--- config.mk ---
export PLATFORM = sky130hd
export DESIGN_NAME = irqCaptureTop
export DESIGN_NICKNAME = d
export VERILOG_FILES = /design/src/rtl/irqCapturePkg.sv /design/src/rtl/irqAckCtrl.sv /design/src/rtl/irqCaptureDp.sv /design/src/rtl/irqCaptureTop.sv
export SDC_FILE = /design/constraint.sdc
export NUM_CORES = 1
export LEC_CHECK = 0
export BUFFER_PORTS_ARGS = -buffer_cell sky130_fd_sc_hd__buf_2
export CELL_PAD_IN_SITES_DETAIL_PLACEMENT = 0
export CELL_PAD_IN_SITES_GLOBAL_PLACEMENT = 1
export CORE_ASPECT_RATIO = 0.8
export CORE_MARGIN = 5
export CORE_UTILIZATION = 35
export CTS_CLUSTER_DIAMETER = 40
export DETAILED_ROUTE_END_ITERATION = 8
export HOLD_SLACK_MARGIN = 0.15
export PLACE_DENSITY_LB_ADDON = 0.1
export SLEW_MARGIN = 0
export SYNTH_ARGS = -nofsm -noshare
export SYNTH_HDL_FRONTEND = slang
export SYNTH_SLANG_ARGS = --single-unit
--- constraint.sdc ---
create_clock -name clk -period 2.9 [get_ports clk]
set_input_delay 0.58 -clock clk [delete_from_list [all_inputs] [get_ports clk]]
set_output_delay 0.58 -clock clk [all_outputs]
set_load 0.01 [all_outputs]
--- src/rtl/irqCapturePkg.sv ---
package irqCapturePkg;

  typedef enum logic [1:0] {
    ACK_IDLE   = 2'd0,
    ACK_FIRST  = 2'd1,
    ACK_GAP    = 2'd2,
    ACK_SECOND = 2'd3
  } ackState_e;

  typedef struct packed {
    logic resolve;   // end of first acknowledge pulse: freeze the winner
    logic eoi;       // retire highest-priority in-service bit
    logic showVec;   // second pulse active: present the vector
  } ctrlStrobes_t;

endpackage

--- src/rtl/irqAckCtrl.sv ---
module irqAckCtrl
  import irqCapturePkg::*;
(
  input  logic         clk,
  input  logic         rst_n,
  input  logic         ackIn,
  input  logic         eoiIn,
  output ctrlStrobes_t strobes
);

  ackState_e state, stateNext;

  always_comb begin
    stateNext = state;
    unique case (state)
      ACK_IDLE:   if (ackIn)  stateNext = ACK_FIRST;
      ACK_FIRST:  if (!ackIn) stateNext = ACK_GAP;
      ACK_GAP:    if (ackIn)  stateNext = ACK_SECOND;
      ACK_SECOND: if (!ackIn) stateNext = ACK_IDLE;
      default:                stateNext = ACK_IDLE;
    endcase
  end

  always_ff @(posedge clk) begin
    if (!rst_n) state <= ACK_IDLE;
    else        state <= stateNext;
  end

  always_comb begin
    strobes.resolve = (state == ACK_FIRST) && !ackIn;
    strobes.eoi     = (state == ACK_IDLE) && eoiIn;
    strobes.showVec = (state == ACK_SECOND);
  end

  AST_VEC_AFTER_PULSE: assert property (@(posedge clk) disable iff (!rst_n)
    strobes.showVec |-> $past(ackIn)) else $error("vector shown without ack pulse");

  AST_RESOLVE_ONCE: assert property (@(posedge clk) disable iff (!rst_n)
    strobes.resolve |=> !strobes.resolve) else $error("resolve repeated");

endmodule

--- src/rtl/irqCaptureDp.sv ---
module irqCaptureDp
  import irqCapturePkg::*;
#(
  parameter int NUM_LINES = 8,
  localparam int LINE_W = $clog2(NUM_LINES)
)(
  input  logic                 clk,
  input  logic                 rst_n,
  input  logic                 levelMode,
  input  logic [NUM_LINES-1:0] irqIn,
  input  logic [NUM_LINES-1:0] maskIn,
  input  ctrlStrobes_t         strobes,
  output logic                 intReq,
  output logic [NUM_LINES-1:0] irrOut,
  output logic [NUM_LINES-1:0] isrOut,
  output logic [LINE_W-1:0]    lineOut
);

  localparam logic [LINE_W-1:0] DEFAULT_LINE = LINE_W'(NUM_LINES - 1);

  logic [NUM_LINES-1:0] irqPrev, armed, pending, eligible, cand;
  logic [NUM_LINES-1:0] isr, winOneHot, eoiClr, rising;
  logic [LINE_W-1:0]    winIdx, lineReg;
  logic                 anyCand;

  assign rising  = irqIn & ~irqPrev;
  // transparent request: follows the line until the acknowledge freezes it
  assign pending = levelMode ? irqIn : (armed & irqIn);

  // a line is eligible only if no equal-or-higher priority routine is in service
  always_comb begin
    logic seen;
    seen = 1'b0;
    for (int i = 0; i < NUM_LINES; i++) begin
      seen        = seen | isr[i];
      eligible[i] = ~seen;
    end
  end

  assign cand    = pending & ~maskIn & eligible;
  assign anyCand = |cand;

  always_comb begin
    winIdx = DEFAULT_LINE;
    for (int i = NUM_LINES - 1; i >= 0; i--)
      if (cand[i]) winIdx = LINE_W'(i);
  end

  assign winOneHot = anyCand ? (NUM_LINES'(1) << winIdx) : '0;
  assign eoiClr    = isr & (~isr + NUM_LINES'(1));

  always_ff @(posedge clk) begin
    if (!rst_n) begin
      irqPrev <= '0;
      armed   <= '0;
      isr     <= '0;
      lineReg <= '0;
    end else begin
      irqPrev <= irqIn;
      if (levelMode)
        armed <= '0;
      else
        armed <= (armed | rising) & ~(strobes.resolve ? winOneHot : '0);
      isr <= (isr & ~(strobes.eoi ? eoiClr : '0)) |
             (strobes.resolve ? winOneHot : '0);
      if (strobes.resolve)
        lineReg <= anyCand ? winIdx : DEFAULT_LINE;
    end
  end

  assign intReq  = anyCand;
  assign irrOut  = pending;
  assign isrOut  = isr;
  assign lineOut = lineReg;

  AST_DEFAULT_KEEPS_ISR: assert property (@(posedge clk) disable iff (!rst_n)
    strobes.resolve && !anyCand |=> isr == $past(isr)) else $error("default changed isr");

  AST_GRANT_SETS_ISR: assert property (@(posedge clk) disable iff (!rst_n)
    strobes.resolve && anyCand |=> (isr & $past(winOneHot)) == $past(winOneHot)) else $error("grant missing isr");

  AST_EDGE_CLEARS_REQ: assert property (@(posedge clk) disable iff (!rst_n)
    strobes.resolve && anyCand && !levelMode && !$isunknown(winOneHot)
      |=> (armed & $past(winOneHot)) == '0) else $error("edge request not cleared");

  AST_EOI_ONE_BIT: assert property (@(posedge clk) disable iff (!rst_n)
    strobes.eoi && (isr != '0) |=> $countones(isr) + 1 == $countones($past(isr))) else $error("eoi cleared wrong count");

endmodule

--- src/rtl/irqCaptureTop.sv ---
module irqCaptureTop
  import irqCapturePkg::*;
#(
  parameter int NUM_LINES  = 8,
  parameter int VEC_BASE_W = 5,
  localparam int LINE_W = $clog2(NUM_LINES),
  localparam int VEC_W  = VEC_BASE_W + LINE_W
)(
  input  logic                  clk,
  input  logic                  rst_n,
  input  logic                  levelMode,
  input  logic [NUM_LINES-1:0]  irqIn,
  input  logic [NUM_LINES-1:0]  maskIn,
  input  logic                  ackIn,
  input  logic                  eoiIn,
  input  logic [VEC_BASE_W-1:0] vecBase,
  output logic                  intReq,
  output logic [NUM_LINES-1:0]  irrOut,
  output logic [NUM_LINES-1:0]  isrOut,
  output logic                  vecValid,
  output logic [VEC_W-1:0]      vecOut
);

  ctrlStrobes_t      strobes;
  logic [LINE_W-1:0] lineNum;

  irqAckCtrl uCtrl (
    .clk     (clk),
    .rst_n   (rst_n),
    .ackIn   (ackIn),
    .eoiIn   (eoiIn),
    .strobes (strobes)
  );

  irqCaptureDp #(.NUM_LINES(NUM_LINES)) uDp (
    .clk       (clk),
    .rst_n     (rst_n),
    .levelMode (levelMode),
    .irqIn     (irqIn),
    .maskIn    (maskIn),
    .strobes   (strobes),
    .intReq    (intReq),
    .irrOut    (irrOut),
    .isrOut    (isrOut),
    .lineOut   (lineNum)
  );

  assign vecValid = strobes.showVec;
  assign vecOut   = vecValid ? {vecBase, lineNum} : '0;

  AST_VEC_BASE: assert property (@(posedge clk) disable iff (!rst_n)
    vecValid |-> vecOut[VEC_W-1:LINE_W] == vecBase) else $error("vector base wrong");

endmodule

==> flow_metrics.env <==
export IMPL_outcome="finished clean"
export IMPL_clkSinkCount=29
export IMPL_hpwl_um=3170
export IMPL_end_kind="primary output"
export IMPL_layout_drive_gt1_share_pct=30.1
export IMPL_port_buffers=51
export IMPL_powerDensity_nw_per_um2=594
export IMPL_die_h_um=67.4
export IMPL_grt_pass1_wl_um=6330
export IMPL_timing_rr_start="uDp.isrOut[0]$_SDFF_PN0_"
export IMPL_leakagePower_nw=0.859
export IMPL_period_share_pct=86.4
export IMPL_grt_setup_unrepaired="no"
export IMPL_path_clk_slew_ps=60
export IMPL_cts_tree="done"
export IMPL_drt_antenna_violating_nets=0
export IMPL_peakVddDrop_mv=0.351
export IMPL_wl_per_cell_um=13.7
export IMPL_cap_violations=0
export IMPL_grt_overflow_total=0
export IMPL_finalNetCount=260
export IMPL_cp_cell_sequence="or3_4 -> nor4_4 -> o21ai_0 -> nand4_1 -> buf_2"
export IMPL_instances_no_fill=284
export IMPL_gp_congestion=0.867
export IMPL_finClkSkew_ps=4.54
export IMPL_insertion_delay_ps=270
export IMPL_final_common_cell="buf_2"
export IMPL_arrival_ps=1920
export IMPL_vias=1393
export IMPL_worst_pin_slew_ps=636
export IMPL_grt_max_degree=21
export IMPL_cts_root_buf="clkbuf_8"
export IMPL_placed_cells=277
export IMPL_chipWidth_um=81.8
export IMPL_power_total_mw=1.11
export IMPL_r2r_setup_slack_ps=640
export IMPL_synthesis_area_um2=1440
export IMPL_whs_ps=455
export IMPL_ys_seq_elements=29
export IMPL_antenna_found_initial=0
export IMPL_fin_crit_ps=2500
export IMPL_syn_to_final_growth_pct=29.0
export IMPL_max_freq_mhz=399
export IMPL_first_pass_iters=4
export IMPL_syn_inst=171
export IMPL_worstRegToRegCells=6
export IMPL_fin_setup_tns_ps=0
export IMPL_start_kind="flip-flop"
export IMPL_avgSynthCellArea_um2=8.44
export IMPL_vias_per_cell=4.90
export IMPL_route_detailed_drc=0
export IMPL_hp_class="flip-flop to flip-flop"
export IMPL_multi_input_area_um2=779
export IMPL_final_cell_mix="buf_2, dfxtp_1, and2_1"
export IMPL_regArea_um2=581
export IMPL_io_pins=52
export IMPL_synth_nets=202
export IMPL_rows=20
export IMPL_cts_buffers_inserted=5
export IMPL_antenna_cells=0
export IMPL_final_hold_viol_count=0
export IMPL_routed_wl_um=3900
export IMPL_seq_area_frac_synth_pct=40.2
export IMPL_critPathRequiredTime_ps=2320
export IMPL_synth_edf_count=0
export IMPL_slowest_delay_ps=460
export IMPL_yosysTopAreaCell="dfxtp_1"
export IMPL_cp_slowest_cell="or3_4"
export IMPL_path_class="flip-flop to primary output"
export IMPL_htreeDepth=2
export IMPL_worst_path_max_fanout=10
export IMPL_whs_path_depth=2
export IMPL_fillCellCount=424
export IMPL_yosys_top_cells_area="dfxtp_1, and2_1, a21oi_1"
export IMPL_track_usage_pct=15.3
export IMPL_cts_buffer_depth=2
export IMPL_die_area_um2=5510
export IMPL_drt_initial_drc_count=116
export IMPL_setup_violations=0
export IMPL_worstHoldStart="uDp.lineOut[2]$_SDFFE_PN0P_"
export IMPL_min_to="uDp.lineOut[2]$_SDFFE_PN0P_"
export IMPL_slew_headroom_pct=57.3
export IMPL_timing_rr_end="uDp.isrOut[6]$_SDFF_PN0_"
export IMPL_initial_core_util_pct=37.2
export IMPL_synthFlopType="dfxtp_1"
export IMPL_post_cts_resized=0
export IMPL_holdBufCountCts=0
export IMPL_grt_pass1_vias=1343
export IMPL_core_area_um2=3880
export IMPL_async_flop_share_pct=0
export IMPL_slew_violations=0
export IMPL_cts_setup_buffers=0
export IMPL_post_synth_top_area_fraction_pct=40.2
export IMPL_yosys_warnings=0
export IMPL_synth_cell_types=36
-- area by class of cell --
class	count	area share [%]
multi-input combinational	122	41.9
sequential	29	31.2
timing repair buffer	55	15.3
clock buffer	7	4.64
tap	55	3.70
inverter	16	3.23
-- through the flow --
step	setup slack (ps)	cell area, um^2	utilization (%)
after detailed placement	458	1770	45.7
after global routing	316	1860	48.0
after global placement	463	1770	45.7
after floorplan	773	1440	-
after CTS	420	1860	48.0
final	396	1860	48.0
-- state kept, by name, indices dropped and copies added (netlist names) --
| name | flops |
|---|---|
| uDp.armed | 8 |
| uDp.lineOut | 3 |
| uDp.isrOut | 8 |
| uDp.irqPrev | 8 |
| uCtrl.state | 2 |
-- cells by family after synthesis --
group / Yosys count / share of synthesized area [%]
buffers and inverters: 20 / 5.72
AOI/OAI and AO/OA: 48 / 20.7
adders and majority gates: 5 / 4.34
DFF: 29 / 40.2
and+or+nand+nor: 68 / 28.3
muxes: 1 / 0.694
-- cell usage after synthesis, drive strengths merged, types with 3 or more instances --
| master | count |
|---|---|
| dfxtp | 29 |
| and2 | 17 |
| inv | 16 |
| a21oi | 13 |
| o21ai | 12 |
| nor3 | 10 |
| nand2 | 6 |
| nand3 | 6 |
| nor2 | 6 |
| a211oi | 5 |
| a21boi | 5 |
| ha | 5 |
| nor2b | 5 |
| o21a | 4 |
| or3 | 4 |
| nor3b | 3 |
| nor4 | 3 |
| o31ai | 3 |
-- where the power goes --
part | total (mW) | leakage (nW) | switching, mW | internal [mW]
clock | 0.329 | 0.0443 | 0.141 | 0.188
sequential | 0.461 | 0.238 | 0.0261 | 0.435
combinational | 0.315 | 0.577 | 0.183 | 0.133
-- routing by layer --
metal,GRT usage (%),wire (um),vias to the layer above
li1,-,-,714
met1,20.0,1860,631
met2,24.0,1730,44
met3,4.67,271,4
met4,4.98,36,0
met5,0,0,-
-- worst max path at each step --
stage	start	endpoint	slack, ps	cells past startpoint
floorplan	uDp.isrOut[0]$_SDFF_PN0_	uDp.isrOut[6]$_SDFF_PN0_	770	7
global placement	levelMode	uDp.isrOut[7]$_SDFF_PN0_	460	8
detailed placement	levelMode	uDp.armed[3]$_SDFF_PP0_	460	7
CTS	uDp.isrOut[0]$_SDFF_PN0_	intReq	420	5
global route	uDp.isrOut[0]$_SDFF_PN0_	intReq	320	5
finish	uDp.isrOut[0]$_SDFF_PN0_	intReq	400	5
-- critical path: cells and delay by family (launching register included) --
kind            cells  cell delay, ps
compound gates      1             200
flops               1             390
simple gates        3             920
buf+inv             1             150
(Power assumes the default switching activity.)
